### config.mk
export PLATFORM = sky130hd
export DESIGN_NAME = merge_mshr
export DESIGN_NICKNAME = d
export VERILOG_FILES = /design/src/rtl/mshr_pkg.sv /design/src/rtl/mshr_group.sv /design/src/rtl/mshr_match.sv /design/src/rtl/mshr_stats.sv /design/src/rtl/merge_mshr.sv
export SDC_FILE = /design/constraint.sdc
export NUM_CORES = 1
export LEC_CHECK = 0
export BUFFER_PORTS_ARGS = -buffer_cell sky130_fd_sc_hd__buf_4
export CORE_AREA = 2 2 204 206
export DETAILED_ROUTE_END_ITERATION = 6
export DIE_AREA = 0 0 206 208
export PLACE_DENSITY_LB_ADDON = 0.25
export SLEW_MARGIN = 20
export SYNTH_ARGS = -nofsm -noshare
export SYNTH_HDL_FRONTEND = slang
export SYNTH_SLANG_ARGS = --single-unit
export TNS_END_PERCENT = 20
### constraint.sdc
create_clock -name clk_i -period 6.1 [get_ports clk_i]
set_clock_uncertainty 0.2 [all_clocks]
set_input_delay 1.22 -clock clk_i [delete_from_list [all_inputs] [get_ports clk_i]]
set_output_delay 1.22 -clock clk_i [all_outputs]
set_load 0.01 [all_outputs]
### src/rtl/mshr_pkg.sv
package mshr_pkg;
  localparam int ID_W = 8;

  typedef struct packed {
    logic            write;
    logic [ID_W-1:0] id;
  } req_t;
endpackage

### src/rtl/mshr_group.sv
// One line group: aligned tag plus a circular queue of waiting requests.
module mshr_group #(
  parameter int ADDR_W  = 32,
  parameter int N_SLOTS = 4
) (
  input  logic                clk_i,
  input  logic                rst_ni,
  input  logic                push_i,
  input  logic [ADDR_W-1:0]   tag_i,
  input  mshr_pkg::req_t      req_i,
  input  logic                pop_i,
  output logic                valid_o,
  output logic                full_o,
  output logic                last_o,
  output logic [ADDR_W-1:0]   tag_o,
  output mshr_pkg::req_t      head_o
);
  localparam int PTR_W = (N_SLOTS > 1) ? $clog2(N_SLOTS) : 1;
  localparam int CNT_W = $clog2(N_SLOTS + 1);

  mshr_pkg::req_t     slots_q [N_SLOTS];
  logic [PTR_W-1:0]   wr_q, rd_q;
  logic [CNT_W-1:0]   cnt_q;
  logic [ADDR_W-1:0]  tag_q;

  function automatic logic [PTR_W-1:0] ptr_inc(input logic [PTR_W-1:0] p);
    return (p == PTR_W'(N_SLOTS - 1)) ? '0 : p + 1'b1;
  endfunction

  always_ff @(posedge clk_i or negedge rst_ni) begin
    if (!rst_ni) begin
      wr_q  <= '0;
      rd_q  <= '0;
      cnt_q <= '0;
      tag_q <= '0;
    end else begin
      if (push_i) wr_q <= ptr_inc(wr_q);
      if (pop_i)  rd_q <= ptr_inc(rd_q);
      if (push_i && cnt_q == '0) tag_q <= tag_i;
      case ({push_i, pop_i})
        2'b10:   cnt_q <= cnt_q + 1'b1;
        2'b01:   cnt_q <= cnt_q - 1'b1;
        default: cnt_q <= cnt_q;
      endcase
    end
  end

  always_ff @(posedge clk_i) begin
    if (push_i) slots_q[wr_q] <= req_i;
  end

  assign valid_o = (cnt_q != '0);
  assign full_o  = (cnt_q == CNT_W'(N_SLOTS));
  assign last_o  = (cnt_q == CNT_W'(1));
  assign tag_o   = tag_q;
  assign head_o  = slots_q[rd_q];
endmodule

### src/rtl/mshr_match.sv
// Tag comparator across all live groups.
module mshr_match #(
  parameter int N_GROUPS = 4,
  parameter int ADDR_W   = 32,
  localparam int IDX_W   = (N_GROUPS > 1) ? $clog2(N_GROUPS) : 1
) (
  input  logic [N_GROUPS-1:0] valid_i,
  input  logic [ADDR_W-1:0]   tags_i [N_GROUPS],
  input  logic [ADDR_W-1:0]   query_i,
  output logic                hit_o,
  output logic [IDX_W-1:0]    idx_o
);
  always_comb begin
    hit_o = 1'b0;
    idx_o = '0;
    for (int g = 0; g < N_GROUPS; g++) begin
      if (valid_i[g] && tags_i[g] == query_i) begin
        hit_o = 1'b1;
        idx_o = IDX_W'(g);
      end
    end
  end
endmodule

### src/rtl/mshr_stats.sv
// Occupancy, high-water mark and event counters.
module mshr_stats #(
  parameter int USED_W = 5,
  parameter int CNT_W  = 16
) (
  input  logic              clk_i,
  input  logic              rst_ni,
  input  logic              push_i,
  input  logic              merge_i,
  input  logic              start_i,
  input  logic              pop_i,
  output logic [USED_W-1:0] used_o,
  output logic [USED_W-1:0] peak_o,
  output logic [CNT_W-1:0]  miss_o,
  output logic [CNT_W-1:0]  merge_o,
  output logic [CNT_W-1:0]  fill_o
);
  logic [USED_W-1:0] used_d;

  always_comb begin
    used_d = used_o;
    if (push_i && !pop_i) used_d = used_o + 1'b1;
    if (!push_i && pop_i) used_d = used_o - 1'b1;
  end

  always_ff @(posedge clk_i or negedge rst_ni) begin
    if (!rst_ni) begin
      used_o  <= '0;
      peak_o  <= '0;
      miss_o  <= '0;
      merge_o <= '0;
      fill_o  <= '0;
    end else begin
      used_o <= used_d;
      if (used_d > peak_o) peak_o <= used_d;
      if (push_i) miss_o <= miss_o + 1'b1;
      if (push_i && merge_i) merge_o <= merge_o + 1'b1;
      if (start_i) fill_o <= fill_o + 1'b1;
    end
  end
endmodule

### src/rtl/merge_mshr.sv
module merge_mshr #(
  parameter int ADDR_W     = 32,
  parameter int LINE_BYTES = 64,
  parameter int N_GROUPS   = 4,
  parameter int N_SLOTS    = 4,
  parameter int CNT_W      = 16,
  localparam int ID_W      = mshr_pkg::ID_W,
  localparam int USED_W    = $clog2(N_GROUPS * N_SLOTS + 1)
) (
  input  logic              clk_i,
  input  logic              rst_ni,
  input  logic              alloc_valid_i,
  input  logic [ADDR_W-1:0] alloc_addr_i,
  input  logic [ID_W-1:0]   alloc_id_i,
  input  logic              alloc_write_i,
  output logic              merge_o,
  output logic              full_o,
  input  logic              fill_valid_i,
  input  logic [ADDR_W-1:0] fill_addr_i,
  input  logic              fill_wb_i,
  output logic              fill_ready_o,
  output logic              chain_valid_o,
  output logic [ID_W-1:0]   chain_id_o,
  output logic              chain_write_o,
  output logic [ADDR_W-1:0] chain_tag_o,
  input  logic              chain_pop_i,
  output logic [USED_W-1:0] used_o,
  output logic [USED_W-1:0] peak_o,
  output logic [CNT_W-1:0]  miss_cnt_o,
  output logic [CNT_W-1:0]  merge_cnt_o,
  output logic [CNT_W-1:0]  fill_cnt_o
);
  localparam int OFFS_W = (LINE_BYTES > 1) ? $clog2(LINE_BYTES) : 0;
  localparam int IDX_W  = (N_GROUPS > 1) ? $clog2(N_GROUPS) : 1;
  localparam logic [ADDR_W-1:0] OFFS_MASK = ADDR_W'((64'd1 << OFFS_W) - 64'd1);

  logic [ADDR_W-1:0]   alloc_tag, fill_tag;
  logic [N_GROUPS-1:0] grp_valid, grp_full, grp_last, grp_push, grp_pop;
  logic [ADDR_W-1:0]   grp_tag [N_GROUPS];
  mshr_pkg::req_t      grp_head [N_GROUPS];
  mshr_pkg::req_t      new_req;

  logic             a_hit, f_hit, free_any;
  logic [IDX_W-1:0] a_idx, f_idx, free_idx, tgt_idx;
  logic             alloc_fire, fill_start, pop_fire, act_clear;
  logic             act_q;
  logic [IDX_W-1:0] act_idx_q;

  assign alloc_tag = alloc_addr_i & ~OFFS_MASK;
  assign fill_tag  = fill_addr_i & ~OFFS_MASK;
  assign new_req   = '{write: alloc_write_i, id: alloc_id_i};

  mshr_match #(.N_GROUPS(N_GROUPS), .ADDR_W(ADDR_W)) u_alloc_match (
    .valid_i(grp_valid), .tags_i(grp_tag), .query_i(alloc_tag),
    .hit_o(a_hit), .idx_o(a_idx)
  );

  mshr_match #(.N_GROUPS(N_GROUPS), .ADDR_W(ADDR_W)) u_fill_match (
    .valid_i(grp_valid), .tags_i(grp_tag), .query_i(fill_tag),
    .hit_o(f_hit), .idx_o(f_idx)
  );

  // lowest-index empty group
  always_comb begin
    free_any = 1'b0;
    free_idx = '0;
    for (int g = N_GROUPS - 1; g >= 0; g--) begin
      if (!grp_valid[g]) begin
        free_any = 1'b1;
        free_idx = IDX_W'(g);
      end
    end
  end

  assign merge_o    = a_hit;
  assign full_o     = a_hit ? grp_full[a_idx] : !free_any;
  assign alloc_fire = alloc_valid_i && !full_o;
  assign tgt_idx    = a_hit ? a_idx : free_idx;

  assign fill_ready_o = !act_q;
  assign fill_start   = fill_valid_i && !act_q && f_hit && !fill_wb_i;
  assign pop_fire     = chain_pop_i && act_q;

  always_comb begin
    grp_push = '0;
    grp_pop  = '0;
    if (alloc_fire) grp_push[tgt_idx]  = 1'b1;
    if (pop_fire)   grp_pop[act_idx_q] = 1'b1;
  end

  // chain ends only if the last entry leaves with no concurrent append
  assign act_clear = pop_fire && grp_last[act_idx_q] && !grp_push[act_idx_q];

  for (genvar g = 0; g < N_GROUPS; g++) begin : g_grp
    mshr_group #(.ADDR_W(ADDR_W), .N_SLOTS(N_SLOTS)) u_group (
      .clk_i   (clk_i),
      .rst_ni  (rst_ni),
      .push_i  (grp_push[g]),
      .tag_i   (alloc_tag),
      .req_i   (new_req),
      .pop_i   (grp_pop[g]),
      .valid_o (grp_valid[g]),
      .full_o  (grp_full[g]),
      .last_o  (grp_last[g]),
      .tag_o   (grp_tag[g]),
      .head_o  (grp_head[g])
    );
  end

  always_ff @(posedge clk_i or negedge rst_ni) begin
    if (!rst_ni) begin
      act_q     <= 1'b0;
      act_idx_q <= '0;
    end else if (fill_start) begin
      act_q     <= 1'b1;
      act_idx_q <= f_idx;
    end else if (act_clear) begin
      act_q     <= 1'b0;
    end
  end

  assign chain_valid_o = act_q;
  assign chain_id_o    = grp_head[act_idx_q].id;
  assign chain_write_o = grp_head[act_idx_q].write;
  assign chain_tag_o   = grp_tag[act_idx_q];

  mshr_stats #(.USED_W(USED_W), .CNT_W(CNT_W)) u_stats (
    .clk_i   (clk_i),
    .rst_ni  (rst_ni),
    .push_i  (alloc_fire),
    .merge_i (a_hit),
    .start_i (fill_start),
    .pop_i   (pop_fire),
    .used_o  (used_o),
    .peak_o  (peak_o),
    .miss_o  (miss_cnt_o),
    .merge_o (merge_cnt_o),
    .fill_o  (fill_cnt_o)
  );
endmodule

* Yosys cells after proc, flatten, opt, wreduce, memory -nomap -nowiden
Memory sizes are Yosys's and may differ from the RTL's. Cells that the tools add are included.
Storage, ports and cells: input bits 79, register bits after elaboration 193, bits in writable memories 144, memories kept 4
Operators by class: reductions and logical operators 44, multiplexer cells 66, equal/unequal tests 32, order comparisons 7, bitwise gates (word level) 1, add/sub/neg operators 21
Memories:
- g_grp[0].u_group.slots_q | depth 4, width 9, rd ports 1, clocked after Yosys merged registers in 0, wr ports 1, line mshr_group.sv:21 | mshr_pkg::req_t slots_q [N_SLOTS];
- g_grp[1].u_group.slots_q | depth 4, width 9, rd ports 1, clocked after Yosys merged registers in 0, wr ports 1, line mshr_group.sv:21
- g_grp[2].u_group.slots_q | depth 4, width 9, rd ports 1, clocked after Yosys merged registers in 0, wr ports 1, line mshr_group.sv:21
- g_grp[3].u_group.slots_q | depth 4, width 9, rd ports 1, clocked after Yosys merged registers in 0, wr ports 1, line mshr_group.sv:21
Operator list (number):
- 26-bit equality test | 8
- 32-bit binary-select mux with 2-bit select | 1
- 32-bit two-way mux | 2
- 16-bit by 1-bit adder with 16-bit output (second input constant) | 3
- 2-bit two-way mux | 17
- 1-bit two-way mux | 30
- 2-bit equality test (second input constant) | 12
- 1-bit logical AND | 24
- 3-bit one-hot mux with 2 select lines | 4
- 9-bit binary-select mux with 2-bit select | 1
- 9-bit two-way mux | 2
- 2-bit by 1-bit adder with 2-bit output (second input constant) | 8
- 3-bit by 1-bit adder with 3-bit output (second input constant) | 4
- 3-bit by 1-bit equality test with 1-bit output (second input constant) | 4
- 3-bit equality test (second input constant) | 4
- 3-bit logical NOT | 4
- 3-bit nonzero test | 4
- 3-bit by 1-bit subtractor with 3-bit output (second input constant) | 4
- 5-bit two-way mux | 2
- 2-bit nonzero test | 5
- 2-bit by 3-bit < comparator with 1-bit output (second input constant) | 3
- 2-bit by 1-bit equality test with 1-bit output (second input constant) | 4
- 4-bit two-way mux | 2
- 1-bit logical NOT | 7
- 8 further kinds | 12

* Depth between registers and ports, before layout
Gate-level depths: netlist (run 1).
depth in word-level cells 18, mapped depth 22, depth with buffers taken out 21

* Hierarchy
From an unflattened synthesis (run 1), not the netlist that was laid out.
Unflattened totals: cell total of the unflattened synthesis 1318, area total of the unflattened synthesis 19364.8 sq um
By module, submodules not included:
- mshr_group | area an instance 3108.0 sq um, times used 4, cells an instance 159, sequential area each 2057.0 sq um
- mshr_match | area an instance 1438.9 sq um, times used 2, cells an instance 182, sequential area each 0.0 sq um
- mshr_stats | area an instance 2710.1 sq um, times used 1, cells an instance 227, sequential area each 1451.4 sq um
- merge_mshr | area an instance 1345.0 sq um, times used 1, cells an instance 91, sequential area each 75.1 sq um

* Worst setup path after synthesis (run 1)
OpenSTA, ideal clock, no wires.
path type input -> register, start point input alloc_addr_i[29], end point register u_stats.peak_o[0], data arrival time 4.770 ns, data required time 5.775 ns, stages on the path 18, library setup time 0.125 ns, setup slack 1.005 ns, buffers on the path 2, path through buf_4 -> xnor2_1 -> nand4_1 -> nor4_1 -> nand4_1 -> and4_1 -> o31ai_1 -> a21oi_1 -> or2_2 -> xor2_1 -> ha_1 -> o21ai_0 -> nand2b_1 -> a21oi_1 -> nor2b_1 -> o22a_1 -> buf_1 -> mux2_2
On the way: cells in the longest elaborated chain, start to end 14, elaborated cells between the ends (all ways) 26
Ends and longest elaborated chain:
- start, declared | line merge_mshr.sv:13 | input logic [ADDR_W-1:0] alloc_addr_i,
- 26-bit equality test | line mshr_match.sv:17 | if (valid_i[g] && tags_i[g] == query_i) begin
- 1-bit logical AND | line mshr_match.sv:17
- 1-bit two-way mux | line mshr_match.sv:17
- 2-bit two-way mux (2 in a row) | line mshr_match.sv:17
- 1-bit binary-select mux with 2-bit select | line merge_mshr.sv:76 | assign full_o = a_hit ? grp_full[a_idx] : !free_any;
- 1-bit two-way mux (not written as such) | line merge_mshr.sv:76
- 1-bit two-way mux (*) | line merge_mshr.sv:76
- 1-bit logical NOT (*) | line merge_mshr.sv:77 | assign alloc_fire = alloc_valid_i && !full_o;
- 1-bit logical AND (*) | line merge_mshr.sv:77
- 1-bit logical AND / 1-bit logical NOT (equally long branches) | line mshr_stats.sv:22, mshr_stats.sv:23
- 5-bit two-way mux / 1-bit logical AND (equally long branches) | line mshr_stats.sv:22, mshr_stats.sv:23
- 5-bit two-way mux (*) | line mshr_stats.sv:23 | if (!push_i && pop_i) used_d = used_o - 1'b1;
- named net u_stats.used_d[2] | line mshr_stats.sv:18 | logic [USED_W-1:0] used_d;
- 5-bit greater-than comparator (*) | line mshr_stats.sv:35 | if (used_d > peak_o) peak_o <= used_d;
- end signal, assigned | line mshr_stats.sv:35
- end, declared | line mshr_stats.sv:13 | output logic [USED_W-1:0] peak_o,
Mark *: on every way through the listed nets, which the timed path passes. The rest lies on a longest branch. The select of a mux whose other input is x is not followed. A chain may end at the register's enable or synchronous reset.

* Final worst setup path (run 1)
start point input alloc_addr_i[12], end point register u_stats.peak_o[3]
Same word-level chain as after synthesis.

==> metrics.cfg, run 1 <==
[worst_setup_path]
startpoint_type = primary input
end_kind = flop
cp.arrival_ns = 5.40
path_delay_family = simple AND/OR/NAND/NOR gates
crit_buf_inv = 2
path_cells = buf_4, xor2_1, nor4_1, nand4_1, nor4_2, buf_4, nand3_1, and2_0, a2111oi_0, or2_2, xor2_1, ha_1, nor2b_1, o22ai_1, nor2_1, o311ai_0, o221ai_1
cp.required_ns = 6.30
crit_slowest_cell = nor4_1
cp.depth = 17
crit_start = alloc_addr_i[12]
slowest_delay_ns = 0.56
r2r-start = g_grp[2].u_group.cnt_q[0]
crit_path_max_fanout = 8
reg2regPathDepth = 22
critPathKind = in -> reg

[sta]
hold_viol = 0
setup_tns_ns = 0
grt_setup_unrepaired = false
finalCritPeriodShare_pct = 85.3
final_max_slew_viol_count = 0
finalCriticalPeriod_ns = 5.20
relSlewSlack_pct = 34.4
setup_viol = 0
tightest_slew_ns = 0.984
clock.fmax_mhz = 192

[floorplanning]
die_h_um = 208
start_util_pct = 43.8
die_w_um = 206
io_pins = 182
die_area_um2 = 42800
core_region_area_um2 = 40600
row_count = 74

[drt]
drt-initial-drc-count = 837
drc = 0
final_antenna_net_count = 0
vias_per_cell = 5.44
wl_met3_mm = 2.70
wl_met1_mm = 22.1
firstDrtPassIters = 5
detail_route.wl_per_cell_um = 23.1
top_layer_used = met4
drt-total-wl_mm = 45.8
vias = 10800
wl_met2_mm = 20.0

[global_route]
grt_pass1_vias = 10700
groute.usage.overall_pct = 21.9
grt_max_degree = 123
antenna_found_initial = 1
grt_pass1_wl_mm = 69.9
grt.overflow.total = 0

[final_layout]
area_delta_synth_final_pct = 15.2
fin_cells = 1983
utilization_pct = 50.4
final_cell_mix = dfrtp_1 (192), buf_4 (178), xnor2_1 (164)
layout-drive-gt1-share_pct = 28.6
final_common_cell = dfrtp_1
nets = 1550
final_cell_area_um2 = 20500

[synth]
netlist_area_um2 = 17800
syn_inst = 1271
synth_ff_type = dfrtp_1
ys_types = 56
synth-seq-cells = 337
yosysWarnings = 0
ys_seq_area_share_pct = 51.5
async_flop_share_pct = 57.3
postSynthAreaPerCell_um2 = 14.0
synth_edf_count = 144

[power_and_ir_drop]
ir_drop_mv = 0.389
swShare_pct = 34.0
power_frac_seq_pct = 40.7
leakage_nw = 8.42
fin_total_pwr_mw = 8.21
share_comb_of_total_power_pct = 32.1
p_clk_share_pct = 27.2
powerDensity_nw_per_um2 = 401
p_int_mw = 5.42
p_switching_mw = 2.79

[clock_tree]
path_clk_slew_ns = 0.06
root_buffer = clkbuf_16
cts_setup_buffers = 0
cts_resized = 0
hold_buffers = 0
clock_sinks = 337
insertion_delay_ns = 0.55
cts_buffer_depth = 3
htree_levels = 2
cts_tree = done
cts_buffers = 39

[placed_design]
placed_area_um2 = 19200
dp_cells = 1912
hpwl_mm = 33.1
gp_congestion = 0.916
portBuffers = 163

[job]
cap_violations = 0

[status]
status = finished, final reports clean

[worst_hold_path]
min_path_cells = 1
hold_start = u_stats.fill_o[15]
hp-class = reg -> reg

-- per-stage QoR --
stage | setup slack (ns) | hold slack, ns
after floorplan | 1.01 | 0.275
after global placement | 0.409 | 0.260
after detailed placement | 0.429 | 0.262
after CTS | 0.995 | 0.277
after global routing | 0.643 | 0.292
final | 0.899 | 0.268
-- flip-flops by register name, summed over array words and instances (netlist names) --
signal                 flops
g_grp.u_group.cnt_q       12
g_grp.u_group.wr_q         8
u_stats.used_o             5
u_stats.fill_o            16
chain_valid_o              1
g_grp.u_group.rd_q         8
g_grp.u_group.tag_o      104
u_stats.peak_o             5
act_idx_q                  2
g_grp.u_group.slots_q    144
u_stats.miss_o            16
u_stats.merge_o           16
-- Yosys cell counts (20+ instances only) --
cell,count,area (um2)
nor4_1,30,188
clkbuf_1,20,75.1
edfxtp_1,144,4320
and2_1,21,131
mux2_2,48,541
inv_1,37,139
mux2_4,40,601
nand3_1,25,125
xnor2_1,164,1440
mux4_2,71,1600
nand2_1,51,191
ha_1,50,626
dfrtp_1,193,4830
mux2_1,26,293
nand4_1,46,288
buf_6,23,259
o21ai_0,21,105
xor2_1,108,946
nor2_1,22,82.6
-- path summary, 6_finish.rpt --
kind	endpoint	slack, ns
worst max-delay path	u_stats.peak_o[3]	0.90
worst min-delay path	u_stats.fill_o[15]	0.27
worst max register to register	u_stats.peak_o[3]	1.22
worst min register to register	u_stats.fill_o[15]	0.27
max in group asynchronous	act_idx_q[0]	4.11
min in group asynchronous	g_grp[3].u_group.tag_o[20]	0.48
-- routing by layer --
layer	vias to the layer above	track usage, %
met3	64	3.73
met1	5510	34.1
li1	4885	-
met5	-	0
met2	323	31.4
met4	0	5.84
-- power by group through the flow --
| stage | sequential, mW | combinational (mW) | clock (mW) |
|---|---|---|---|
| after floorplan | 3.21 | 1.80 | 0 |
| after global placement | 3.36 | 2.60 | 0 |
| after detailed placement | 3.37 | 2.63 | 0 |
| after CTS | 3.34 | 2.64 | 2.31 |
| after global routing | 3.41 | 2.86 | 2.40 |
| final | 3.34 | 2.64 | 2.23 |
-- cells by family after synthesis --
logic type               count (synthesis)  synth area share, %
flip-flops                             337                 51.5
XOR/XNOR                               272                 13.4
AND/OR/NAND/NOR                        255                 8.21
multiplexers                           190                 17.4
buffers and inverters                  114                 4.09
AO/OA/AOI/OAI                           52                 1.84
adder cells (fa/ha/maj)                 50                 3.52
other                                    1               0.0211
-- layout make-up --
type,instances,area [um2]
multi-input cells,825,7900
diodes,1,2.50
flip-flops and latches,337,9160
clock inverters,23,189
inverters,37,139
repair buffers,181,1390
fillers,3566,20100
clock buffers,47,1020
well taps,532,666
Note: power is estimated with default switching activity, not from simulation.
==> inputs of run 2 (changes only) <==
GPL_TIMING_DRIVEN = 0   (was default)
PLACE_DENSITY_LB_ADDON = default   (was 0.25)
TNS_END_PERCENT = default   (was 20)
==> run 2 against run 1 <==
Effect of this change:
- hold slack worse by 0.012 ns
- global-route usage grew 0.72 points
- worst setup slack got worse by 0.59 ns
- sequential share of layout area fell by 0.71 points
- non-clock buffer count grew 26
- total power rose by 2.3%
- wire length is 3.3% higher
- cell count rose by 1.4%
- maximum frequency shrank 10%
- critical endpoint is now u_stats.peak_o[0]
- highest routed layer is now met5
==> metrics.cfg, run 2 (synthesized netlist as in run 1, its figures left out) <==
[status]
status = finished, final reports clean

[placed_design]
placed_area_um2 = 19500
gp_congestion = 0.940
portBuffers = 128
hpwl_mm = 34.9
dp_cells = 1938
place_ws_ns = -0.364

[final_layout]
final_cell_area_um2 = 20800
area_delta_synth_final_pct = 17.0
fillers = 3528
nets = 1576
final_cell_mix = dfrtp_1 (193), xnor2_1 (164), edfxtp_1 (144)
fin_cells = 2010
diodes = 0
largest_reg_flops = 144
layout-drive-gt1-share_pct = 27.6
top_register = g_grp.u_group.slots_q
utilization_pct = 51.3
final_common_cell = dfrtp_1

[worst_setup_path]
crit_path_max_fanout = 10
end_kind = flop
cp.arrival_ns = 6.04
critPathKind = in -> reg
startpoint_type = primary input
cp.required_ns = 6.35

[drt]
firstDrtPassIters = 4
drt-total-wl_mm = 47.3
final_antenna_net_count = 0
vias = 10900
vias_per_cell = 5.42
drc = 0
detail_route.wl_per_cell_um = 23.5
drt-initial-drc-count = 844

[floorplanning]
io_pins = 182
row_count = 74
core_region_area_um2 = 40600
die_area_um2 = 42800
start_util_pct = 43.8
die_w_um = 206
die_h_um = 208

[power_and_ir_drop]
share_comb_of_total_power_pct = 31.8
p_switching_mw = 2.85
fin_total_pwr_mw = 8.40
leakage_nw = 8.55
ir_drop_mv = 0.350
swShare_pct = 33.9
p_int_mw = 5.55
powerDensity_nw_per_um2 = 404
power_frac_seq_pct = 39.6
p_clk_share_pct = 28.7

[worst_hold_path]
hp-class = in -> async

[sta]
final_max_slew_viol_count = 0
setup_tns_ns = 0
clock.fmax_mhz = 173
setup_viol = 0
tightest_slew_ns = 1.03
finalCriticalPeriod_ns = 5.79
finalCritPeriodShare_pct = 94.9
grt_setup_unrepaired = false
layout_setup_ws_ns = 0.310
relSlewSlack_pct = 31.2
hold_slack_ns = 0.255
hold_viol = 0

[clock_tree]
htree_levels = 2
cts_buffer_depth = 3
cts_tree = done
clock_sinks = 337
hold_buffers = 0
cts_buffers = 39
root_buffer = clkbuf_16
path_clk_slew_ns = 0.06
insertion_delay_ns = 0.58

[global_route]
grt_pass1_vias = 11000
grt_pass1_wl_mm = 71.3
antenna_found_initial = 1
groute.usage.overall_pct = 22.6
grt.overflow.total = 0
grt_max_degree = 93

[job]
cap_violations = 0

-- run 2: cell count changes in the layout (fill, tap and decap cells not counted), sizes merged --
cell / before / now
clkbuf: 48 / 70
buf: 180 / 185
diode: 1 / 0
clkinv: 14 / 12
inv: 40 / 41
clkinvlp: 4 / 3
bufinv: 2 / 5
-- run 2: cell type report --
class | count | area, um2 | area share (%)
Sequential cell | 337 | 9150 | 44.0
Multi-Input combinational cell | 825 | 7910 | 38.1
Timing Repair Buffer | 130 | 1020 | 4.92
Clock buffer | 48 | 1020 | 4.91
Tap cell | 532 | 666 | 3.20
Buffer | 77 | 589 | 2.84
Clock inverter | 24 | 283 | 1.36
Inverter | 37 | 139 | 0.668
-- run 2: path summary, 6_finish.rpt --
| path | startpoint | cells past startpoint | to | slack, ns |
|---|---|---|---|---|
| max in group asynchronous | rst_ni | 2 | g_grp[1].u_group.tag_o[15] | 4.69 |
| worst min-delay path | rst_ni | 1 | g_grp[1].u_group.tag_o[24] | 0.26 |
| worst max-delay path | alloc_addr_i[12] | 20 | u_stats.peak_o[0] | 0.31 |
| min in group clk_i | u_stats.miss_o[15] | 1 | u_stats.miss_o[15] | 0.28 |
| worst min register to register | u_stats.miss_o[15] | 1 | u_stats.miss_o[15] | 0.28 |
| worst max register to register | g_grp[3].u_group.cnt_q[0] | 21 | u_stats.peak_o[0] | 0.56 |
-- run 2: routing by layer --
metal | vias up | wire length [um] | track usage [%]
met2 | 329 | 20400 | 31.8
met1 | 5554 | 22700 | 35.0
met4 | 2 | 1080 | 6.08
met5 | - | 13 | 0
met3 | 66 | 3120 | 4.98
li1 | 4953 | - | -
-- run 2: power groups by stage --
stage | Combinational, mW | Sequential, mW | Clock (mW)
after floorplan | 1.80 | 3.21 | 0
after global placement | 2.63 | 3.33 | 0
after detailed placement | 2.66 | 3.35 | 0
after CTS | 2.67 | 3.32 | 2.47
after global routing | 2.91 | 3.38 | 2.56
final | 2.67 | 3.32 | 2.41
-- run 2: repair_timing --
action | CTS | global route
buffers inserted | 0 | 0
endpoints found under the setup margin | 0 | 1
hold endpoints to repair | 0 | 0
resized for setup | 0 | 1
-- run 2: worst max-delay path: stages --
cell and delay [ns]:
buf_6 0.12, xnor2_1 0.35, nand4_1 0.27, nor4_1 0.44, nand4_1 0.32, and4_1 0.31, o31a_1 0.29, buf_6 0.15
nor2_1 0.71, xnor2_1 0.25, inv_1 0.07, ha_1 0.18, nor2b_1 0.10, o21ai_0 0.08, nand2b_1 0.07, a21oi_1 0.06
nor2b_1 0.14, o22a_1 0.15, buf_1 0.34, mux2_2 0.38
==> inputs of run 3 (changes only) <==
BUFFER_PORTS_ARGS = -buffer_cell sky130_fd_sc_hd__clkbuf_2   (was -buffer_cell sky130_fd_sc_hd__buf_4)
RECOVER_POWER = 100   (was default)
==> run 3 against run 2 <==
Effect of this change:
- the flow now finishes with violations (max-capacitance violations, max-slew violations)
- utilization is 1.7 points lower
- wire length decreased by 0.66%
- sequential power about the same
- first-iteration DRC count decreased by 6.4%
- global-route usage decreased by 0.32 points
- largest cell class unchanged
- die area is the same
- worst setup slack lost 0.045 ns
- via count about the same
- clock-buffer cell count grew 7
- non-clock buffer count unchanged
- critical path depth fell by 7
==> metrics.cfg, run 3 (synthesized netlist as in run 1, its figures left out) <==
[power_and_ir_drop]
swShare_pct = 34.7
p_int_mw = 5.24
p_clk_share_pct = 28.8
powerDensity_nw_per_um2 = 400
leakage_nw = 7.99
power_frac_seq_pct = 41.2
share_comb_of_total_power_pct = 30.0
fin_total_pwr_mw = 8.03
ir_drop_mv = 0.335
p_switching_mw = 2.79

[floorplanning]
die_h_um = 208
core_region_area_um2 = 40600
row_count = 74
die_area_um2 = 42800
start_util_pct = 43.8
die_w_um = 206
io_pins = 182

[global_route]
grt_pass1_wl_mm = 70.8
antenna_found_initial = 1
groute.usage.overall_pct = 22.3
grt.overflow.total = 0
grt_max_degree = 72
grt_pass1_vias = 11000

[clock_tree]
cts_tree = done
root_buffer = clkbuf_16
insertion_delay_ns = 0.57
cts_buffers = 39
hold_buffers = 0
htree_levels = 2
cts_buffer_depth = 3
path_clk_slew_ns = 0.06
clock_sinks = 337

[final_layout]
nets = 1576
fillers = 3624
layout-drive-gt1-share_pct = 17.6
multiInputGateArea_um2 = 7730
fin_cells = 2010
area_delta_synth_final_pct = 13.1
largest_reg_flops = 144
seqCellArea_um2 = 9150
top_register = g_grp.u_group.slots_q
final_cell_mix = dfrtp_1 (193), xnor2_1 (164), edfxtp_1 (144)
final_common_cell = dfrtp_1

[sta]
finalCritPeriodShare_pct = 95.7
final_max_slew_viol_count = 77
hold_slack_ns = 0.274
setup_tns_ns = 0
grt_setup_unrepaired = false
hold_viol = 0
clock.fmax_mhz = 171
layout_setup_ws_ns = 0.265
finalCriticalPeriod_ns = 5.84
setup_viol = 0
tightest_slew_ns = 4.07
relSlewSlack_pct = -171

[worst_setup_path]
critPathKind = in -> reg
crit_path_max_fanout = 11
cp.arrival_ns = 6.08
cp.required_ns = 6.35
reg2regPathDepth = 14
startpoint_type = primary input
ff2ff_setup_slack_ns = 0.42
end_kind = flop

[drt]
detail_route.wl_per_cell_um = 23.4
final_antenna_net_count = 0
drt-total-wl_mm = 47.0
vias = 10900
vias_per_cell = 5.42
drc = 0
drt-initial-drc-count = 790
firstDrtPassIters = 5

[worst_hold_path]
min_path_cells = 1
hp-class = reg -> reg

[status]
violations = max-capacitance violations, max-slew violations
status = finished, violations left

[job]
cap_violations = 2

[placed_design]
hpwl_mm = 34.8
dp_cells = 1938
gp_congestion = 0.927
portBuffers = 128
place_ws_ns = -0.346

-- run 3: metal layers --
metal	global-route usage, %	up-vias	part of all wire [%]
met5	0	-	0.028
met4	5.52	2	2.2
met3	4.57	63	6.7
met2	32.8	307	44
met1	33.7	5569	47
li1	-	4962	-
-- run 3: metrics by stage --
step / area [um2] / utilization, %
4_1_cts: 20400 / 50.4
3_5_place_dp: 19100 / 47.2
2_1_floorplan: 17800 / -
6_report: 20100 / 49.5
5_1_grt: 20100 / 49.5
3_3_place_gp: 19100 / 47.1
-- run 3: path summary, 6_finish.rpt --
check	from	to
max in group asynchronous	rst_ni	u_stats.miss_o[5]
worst max register to register	g_grp[3].u_group.cnt_q[0]	g_grp[2].u_group.tag_o[23]
worst min-delay path	u_stats.merge_o[15]	u_stats.merge_o[15]
min in group asynchronous	rst_ni	g_grp[0].u_group.tag_o[28]
worst max-delay path	alloc_addr_i[9]	g_grp[2].u_group.tag_o[23]
worst min register to register	u_stats.merge_o[15]	u_stats.merge_o[15]
-- run 3: critical path: stages --
cell      delay, ns
buf_6          0.13
xor2_1         0.19
nor4_1         0.62
nand4_1        0.29
nor4_4         0.55
a21oi_1        0.18
o31a_1         0.15
buf_6          0.14
nor4_1         1.45
and2_0         0.24
clkbuf_2       0.31
buf_6          0.23
mux2_2         0.35
-- run 3: layout make-up --
class | count | area share [%]
antenna | 1 | 0.0125
buffer | 77 | 2.76
clock buffer | 55 | 5.61
clock inverter | 16 | 0.747
inverter | 37 | 0.691
multi-input combinational | 825 | 38.5
sequential | 337 | 45.6
tap | 532 | 3.31
timing repair buffer | 130 | 2.80
-- run 3: power groups by stage --
stage	clock [mW]	combinational, mW	sequential (mW)
finish	2.31	2.41	3.31
global route	2.47	2.63	3.37
CTS	2.38	2.58	3.31
detailed placement	0	2.56	3.35
global placement	0	2.54	3.33
floorplan	0	1.80	3.21
-- run 3: timing repair --
action / 4_1_cts / 5_1_grt
resized for setup: 0 / 1
setup buffers: 0 / 0
setup endpoints to repair: 0 / 1
